==> src/rtl/bgw_pkg.sv <==
`timescale 1ns/1ps
package bgw_pkg;
  // Qualification rule: a synchronized strobe counts only outside blanking
  // and only if it has not already been taken during this strobe.
  function automatic logic capture_fire(input logic synced, input logic blank,
                                        input logic taken);
    return synced & ~blank & ~taken;
  endfunction

  // Commit rule: the mid-blanking strike writes a pending word.
  function automatic logic commit_fire(input logic strike, input logic blank,
                                       input logic pending);
    return strike & blank & pending;
  endfunction
endpackage

==> src/rtl/bgw_sync.sv <==
`timescale 1ns/1ps
module bgw_sync #(
  parameter int STAGES = 2
) (
  input  logic clk,
  input  logic rst_n,
  input  logic d_i,
  output logic q_o
);
  logic [STAGES-1:0] chain_q;

  for (genvar i = 0; i < STAGES; i++) begin : g_stage
    if (i == 0) begin : g_first
      always_ff @(posedge clk or negedge rst_n) begin
        if (!rst_n) chain_q[0] <= 1'b0;
        else        chain_q[0] <= d_i;
      end
    end else begin : g_next
      always_ff @(posedge clk or negedge rst_n) begin
        if (!rst_n) chain_q[i] <= 1'b0;
        else        chain_q[i] <= chain_q[i-1];
      end
    end
  end

  assign q_o = chain_q[STAGES-1];
endmodule

==> src/rtl/bgw_qualifier.sv <==
`timescale 1ns/1ps
module bgw_qualifier
  import bgw_pkg::*;
(
  input  logic clk,
  input  logic rst_n,
  input  logic level_i,
  input  logic blank_i,
  output logic capture_o
);
  logic taken_q;

  assign capture_o = capture_fire(level_i, blank_i, taken_q);

  // taken stays set until the synchronized strobe falls, so one strobe
  // yields one capture even if blanking splits its visible portion.
  always_ff @(posedge clk or negedge rst_n) begin
    if (!rst_n)          taken_q <= 1'b0;
    else if (!level_i)   taken_q <= 1'b0;
    else if (capture_o)  taken_q <= 1'b1;
  end
endmodule

==> src/rtl/bgw_holder.sv <==
`timescale 1ns/1ps
module bgw_holder
  import bgw_pkg::*;
#(
  parameter int ADDR_W = 7,
  parameter int DATA_W = 5
) (
  input  logic              clk,
  input  logic              rst_n,
  input  logic              capture_i,
  input  logic [ADDR_W-1:0] addr_i,
  input  logic [DATA_W-1:0] code_i,
  input  logic              strike_i,
  input  logic              blank_i,
  output logic              pending_o,
  output logic              commit_o,
  output logic              mem_we_o,
  output logic [ADDR_W-1:0] mem_addr_o,
  output logic [DATA_W-1:0] mem_data_o
);
  logic [ADDR_W-1:0] hold_addr_q;
  logic [DATA_W-1:0] hold_code_q;
  logic              pending_q;

  assign commit_o  = commit_fire(strike_i, blank_i, pending_q);
  assign pending_o = pending_q;

  always_ff @(posedge clk or negedge rst_n) begin
    if (!rst_n) begin
      hold_addr_q <= '0;
      hold_code_q <= '0;
      pending_q   <= 1'b0;
    end else begin
      if (commit_o)  pending_q <= 1'b0;
      if (capture_i) begin
        hold_addr_q <= addr_i;
        hold_code_q <= code_i;
        pending_q   <= 1'b1;
      end
    end
  end

  always_ff @(posedge clk or negedge rst_n) begin
    if (!rst_n) begin
      mem_we_o   <= 1'b0;
      mem_addr_o <= '0;
      mem_data_o <= '0;
    end else begin
      mem_we_o <= commit_o;
      if (commit_o) begin
        mem_addr_o <= hold_addr_q;
        mem_data_o <= hold_code_q;
      end
    end
  end
endmodule

==> src/rtl/blank_gated_write_port.sv <==
`timescale 1ns/1ps
module blank_gated_write_port #(
  parameter int ADDR_W      = 7,
  parameter int DATA_W      = 5,
  parameter int SYNC_STAGES = 2
) (
  input  logic              clk,
  input  logic              rst_n,
  input  logic              wr_strobe_i,
  input  logic [ADDR_W-1:0] port_addr_i,
  input  logic [DATA_W-1:0] port_code_i,
  input  logic              blank_i,
  input  logic              commit_strike_i,
  output logic              mem_we_o,
  output logic [ADDR_W-1:0] mem_addr_o,
  output logic [DATA_W-1:0] mem_data_o
);
  logic strobe_sync_w;
  logic capture_w;
  logic pending_w;
  logic commit_w;

  bgw_sync #(.STAGES(SYNC_STAGES)) u_sync (
    .clk   (clk),
    .rst_n (rst_n),
    .d_i   (wr_strobe_i),
    .q_o   (strobe_sync_w)
  );

  bgw_qualifier u_qual (
    .clk       (clk),
    .rst_n     (rst_n),
    .level_i   (strobe_sync_w),
    .blank_i   (blank_i),
    .capture_o (capture_w)
  );

  bgw_holder #(.ADDR_W(ADDR_W), .DATA_W(DATA_W)) u_hold (
    .clk        (clk),
    .rst_n      (rst_n),
    .capture_i  (capture_w),
    .addr_i     (port_addr_i),
    .code_i     (port_code_i),
    .strike_i   (commit_strike_i),
    .blank_i    (blank_i),
    .pending_o  (pending_w),
    .commit_o   (commit_w),
    .mem_we_o   (mem_we_o),
    .mem_addr_o (mem_addr_o),
    .mem_data_o (mem_data_o)
  );
endmodule

==> config.mk <==
export PLATFORM = sky130hd
export DESIGN_NAME = blank_gated_write_port
export DESIGN_NICKNAME = d
export VERILOG_FILES = /design/src/rtl/bgw_pkg.sv /design/src/rtl/bgw_sync.sv /design/src/rtl/bgw_qualifier.sv /design/src/rtl/bgw_holder.sv /design/src/rtl/blank_gated_write_port.sv
export SDC_FILE = /design/constraint.sdc
export NUM_CORES = 1
export LEC_CHECK = 0
export BUFFER_PORTS_ARGS = -buffer_cell sky130_fd_sc_hd__buf_2
export CELL_PAD_IN_SITES_DETAIL_PLACEMENT = 0
export CELL_PAD_IN_SITES_GLOBAL_PLACEMENT = 1
export CORE_ASPECT_RATIO = 1.75
export CORE_MARGIN = 2
export CORE_UTILIZATION = 44
export CTS_CLUSTER_SIZE = 8
export DETAILED_ROUTE_END_ITERATION = 10
export PLACE_DENSITY = 0.79
export SLEW_MARGIN = 20
export SYNTH_ARGS = -nofsm -noshare
export SYNTH_HDL_FRONTEND = slang
export SYNTH_HIERARCHICAL = 1
export SYNTH_SLANG_ARGS = --single-unit
==> constraint.sdc <==
create_clock -name clk -period 4.1 [get_ports clk]
set_clock_uncertainty 0.1 [all_clocks]
set_input_delay 0.205 -clock clk [delete_from_list [all_inputs] [get_ports clk]]
set_output_delay 0.205 -clock clk [all_outputs]
set_load 0.02 [all_outputs]
Word-level counts from Yosys, hierarchy flattened

Index checks and enable logic that the tools add are counted.
Widths: inputs -> output; s select.

Register bits after elaboration: 29
Input bits: 17
Output and inout port bits: 13
Logic and storage cells: 21

Equality and inequality tests: 1
Muxes and demuxes: 4
Bitwise gates (word level): 6
Reductions and logical operators: 1

Operators with widths:

| kind               | count |
|---|---|
| $and 1x1->1        | 4 |
| $mux 1             | 4 |
| $ne 2x2->1 const B | 1 |
| $not 1->1          | 2 |
| $reduce_bool 2->1  | 1 |

Longest topological paths before layout

Depth in word-level cells: 5
Depth in mapped cells: 3
Depth with buffers taken out: 2

Cells and area by module

The synthesis kept the hierarchy.

Modules (own cells, without submodules):

| module        | instances | cells each | area each (µm²) | sequential area each (µm²) |
|---|---|---|---|---|
| bgw_holder    | 1         | 56         | 999.7           | 650.6 |
| bgw_sync      | 1         | 2          | 50.0            | 50.0 |
| bgw_qualifier | 1         | 4          | 43.8            | 25.0 |

Worst setup path before layout

Ideal clock, no wire load.

Path kind: register -> register
From: register u_qual.taken_q
To: register u_hold.hold_addr_q[0]
Library setup time: 0.125 ns
Data arrival time: 1.308 ns
Data required time: 3.875 ns
Setup slack: 2.567 ns
Stages on the path, launching flop included: 4
Path buffers: 1
Period minus slack after synthesis: 1.533 ns
Path through: dfrtp_1 nor3b_1 buf_4 mux2_2

Word-level cells in the longest chain between the ends: 2

RTL lines:

| what                   | RTL line                     | source |
|---|---|---|
| from (decl)            | bgw_qualifier.sv:11          | `logic taken_q;` |
| from (signal assigned) | bgw_qualifier.sv:18          | `if (!rst_n) taken_q <= 1'b0;` |
| from (signal assigned) | bgw_qualifier.sv:19          | `else if (!level_i) taken_q <= 1'b0;` |
| from (signal assigned) | bgw_qualifier.sv:20          | `else if (capture_o) taken_q <= 1'b1;` |
| $not 1->1              | bgw_pkg.sv:7                 | `return synced & ~blank & ~taken;` |
| $and 1x1->1            | bgw_pkg.sv:7                 |  |
| via capture_w          | blank_gated_write_port.sv:19 | `logic capture_w;` |
| to (signal assigned)   | bgw_holder.sv:36             | `hold_addr_q <= addr_i;` |
| to (decl)              | bgw_holder.sv:21             | `logic [ADDR_W-1:0] hold_addr_q;` |

The timed path passes the listed nets, and every way through them passes these cells.
A chain may end at the register's enable or synchronous reset.

Worst setup path after layout

From: register u_qual.taken_q
To: register u_hold.hold_code_q[3]

Word-level cells in the longest chain between the ends: 2

RTL lines:

| what                 | RTL line                     | source |
|---|---|---|
| $not 1->1            | bgw_pkg.sv:7                 |  |
| $and 1x1->1          | bgw_pkg.sv:7                 |  |
| via capture_w        | blank_gated_write_port.sv:19 |  |
| to (signal assigned) | bgw_holder.sv:37             | `hold_code_q <= code_i;` |
| to (decl)            | bgw_holder.sv:22             | `logic [DATA_W-1:0] hold_code_q;` |

The timed path passes the listed nets, and every way through them passes these cells.

==> results.tsv <==
stage	metric	value	unit
yosys	synth_xor_area_frac	0	
clocking	cts_setup_buffers	0	
timing	slew_headroom	0.371	
floorplan	ios	30	
clocking	clk_transition_reported_paths	0.06	ns
cells_and_area	area_delta_synth_final	24.0	%
yosys	synth_fa_ha_area_frac	0	
setup_path	cp_cell_sequence	nor3b_2 > mux2_2	
yosys	ys_warn_count	6	
global_route	grt_pass1_wl	2810	microns
power_and_ir_drop	ir_worst_vdd	0.389	mV
setup_path	reg2reg_to	u_hold/hold_code_q[3]	
yosys	synthSimpleGateAreaFrac	0.0195	
routing	ant_nets	0	
clocking	cts_resized	0	
cells_and_area	finish.net_count	115	
yosys	synth_area_leader_cell	dfrtp_1	
cells_and_area	diodes	0	
global_route	grt_pass1_vias	623	
timing	fin_setup_tns	0	ns
setup_path	critical_path_arrival	1.83	ns
setup_path	cp-start-kind	flip-flop	
setup_path	critPathTopFamily	simple AND/OR/NAND/NOR gates	
floorplan	die_w	41.7	microns
power_and_ir_drop	powerDensity	621	nW/um^2
yosys	syn_area_per_cell	17.6	sq um
timing	rsz0062_at_grt	no	
setup_path	cp.buffers_inverters	0	
placed_design	dp_slack	2.28	ns
routing	wirelength	1630	microns
timing	max_freq	564	MHz
routing	post_drt_wl_per_cell	13.2	microns
timing	slew_viol_final	0	
global_route	grt_overflow_total	0	
setup_path	r2r_cells	2	
cells_and_area	n_fill_cell	200	
yosys	synth_top_family_by_area	multiplexers	
setup_path	worst_ep_required_time	4.16	ns
power_and_ir_drop	power.leakage	0.683	nW
global_route	grt_max_degree	30	
setup_path	max_stage_delay	0.76	ns
timing	timing.final.crit_share	0.432	
setup_path	crit_path_top_delay_cell	nor3b_2	
setup_path	crit_type	reg2reg	
setup_path	reg2reg_slack	2.33	ns
timing	worst-slew-pin-transition	0.940	ns
yosys	netlist_top_cells_area	dfrtp_1, mux2_2, mux2_4	
global_route	antenna_found_initial	0	
placed_design	io_buffers	29	
flow_run	maxCapViolCount	0	
routing	drc_errors	0	
min_path	hold_path.class	in2reg	
routing	vias	610	
cells_and_area	drive_above_1_share	0.616	
status	status	finished, final reports clean	
timing	fin_ws	2.33	ns
placed_design	gp_congestion	0.643	
clocking	cts_buffers	5	
timing	setup_violations	0	
yosys	synth.distinct_cells	11	
cells_and_area	final_cell_mix	buf_2, dfrtp_1, mux2_2	
routing	first_pass_iters	2	
placed_design	hpwl	1160	microns
clocking	htree_levels	2	
floorplan	core-area	2330	sq um
global_route	grt.total_usage	0.131	
yosys	synth.area.mux_share	0.278	
setup_path	worst_setup_path_end_kind	flip-flop	
setup_path	setup.worst_path.start	u_qual/taken_q	
floorplan	start_util	0.469	
cells_and_area	final_util	0.582	
floorplan	die_h	70.0	microns
routing	viasPerCell	4.92	
yosys	synth-compound-area-share	0.0149	
timing	final.min_clock_period	1.77	ns
yosys	synth_top_area_share	0.664	
setup_path	cp_num_cells	2	
yosys	synthesis.nets	79	
yosys	synthCells	62	
floorplan	dieArea	2920	sq um
yosys	syn_area	1090	sq um
routing	drt_iter0_markers	9	
setup_path	cp_max_fo	13	
setup_path	endpoint	u_hold/hold_code_q[3]	
yosys	ys_seq_elements	29	
timing	final_hold_viol_count	0	
clocking	cts_tree	yes	
floorplan	rows	23	
yosys	yosysSeqAreaShare	0.664	
clocking	clock-sinks	29	
setup_path	r2r-start	u_qual/taken_q	
clocking	clockBufferDepth	2	
clocking	clock_latency	0.27	ns
clocking	root_buffer	clkbuf_8	
[worst min-delay path by stage]
stage | cells after the start | start | end | slack [ns]
after floorplan | 0 | rst_n | u_hold/hold_addr_q[0] | -0.19
after global placement | 1 | rst_n | u_hold/mem_addr_o[3] | 0.15
after detailed placement | 1 | rst_n | u_hold/mem_addr_o[4] | 0.16
after CTS | 2 | port_addr_i[1] | u_hold/hold_addr_q[1] | 0.05
after global routing | 2 | port_addr_i[1] | u_hold/hold_addr_q[1] | 0.05
final | 2 | port_addr_i[1] | u_hold/hold_addr_q[1] | 0.06
[state kept, by name, summed over array words and instances (netlist names)]
name,cells
u_hold/hold_addr_q,7
u_hold/hold_code_q,5
u_hold/mem_addr_o,7
u_hold/mem_data_o,5
u_hold/mem_we_o,1
u_hold/pending_o,1
u_qual/taken_q,1
u_sync/chain_q,1
u_sync/q_o,1
[kinds of logic (layout without fill, tap and decap cells)]
logic type             Yosys count  after routing
flip-flops                      29             29
AND/OR/NAND/NOR                  3              3
buffers and inverters            4             41
multiplexers                    24             24
AO/OA/AOI/OAI                    2              2
[area by class of cell]
cell class / count / area (sq um) / share of cell area
clock buffers: 8 / 80.1 / 0.0590
inverters: 2 / 7.51 / 0.00554
multi-input cells: 29 / 347 / 0.256
flip-flops and latches: 29 / 726 / 0.535
well taps: 25 / 31.3 / 0.0231
repair buffers: 31 / 165 / 0.122
[where the power goes]
| group | switching (mW) | internal, mW |
|---|---|---|
| logic | 0.111 | 0.118 |
| registers | 0.0359 | 0.362 |
| clock network | 0.0946 | 0.120 |
| total | 0.242 | 0.600 |
[repair_timing]
| item | in CTS | in global routing |
|---|---|---|
| hold buffers | 2 | 0 |
| endpoints found under the hold margin | 30 | 0 |
| setup endpoints to repair | 0 | 0 |
[synth_stat cells]
library cell,number
a21boi_1,1
mux2_2,15
inv_1,2
nor3b_1,1
nand2_1,1
mux2_4,9
a21o_2,1
dfrtp_1,29
buf_4,1
nand3_2,1
buf_6,1
[through the flow]
step	power (mW)	hold WS (ns)	area [sq um]	std cells
after floorplan	0.558	-0.191	1090	62
after global placement	0.629	0.149	1260	114
after detailed placement	0.637	0.162	1260	114
after CTS	0.858	0.0520	1360	124
after global routing	0.890	0.0527	1360	124
final	0.842	0.0601	1360	124
[per-layer routing]
| metal | global-route usage | wire [microns] |
|---|---|---|
| met1 | 0.154 | 718 |
| met5 | 0 | 0 |
| met2 | 0.184 | 785 |
| met3 | 0.0517 | 93 |
| met4 | 0.108 | 35 |
No activity file was read; power rests on OpenSTA's default activity.
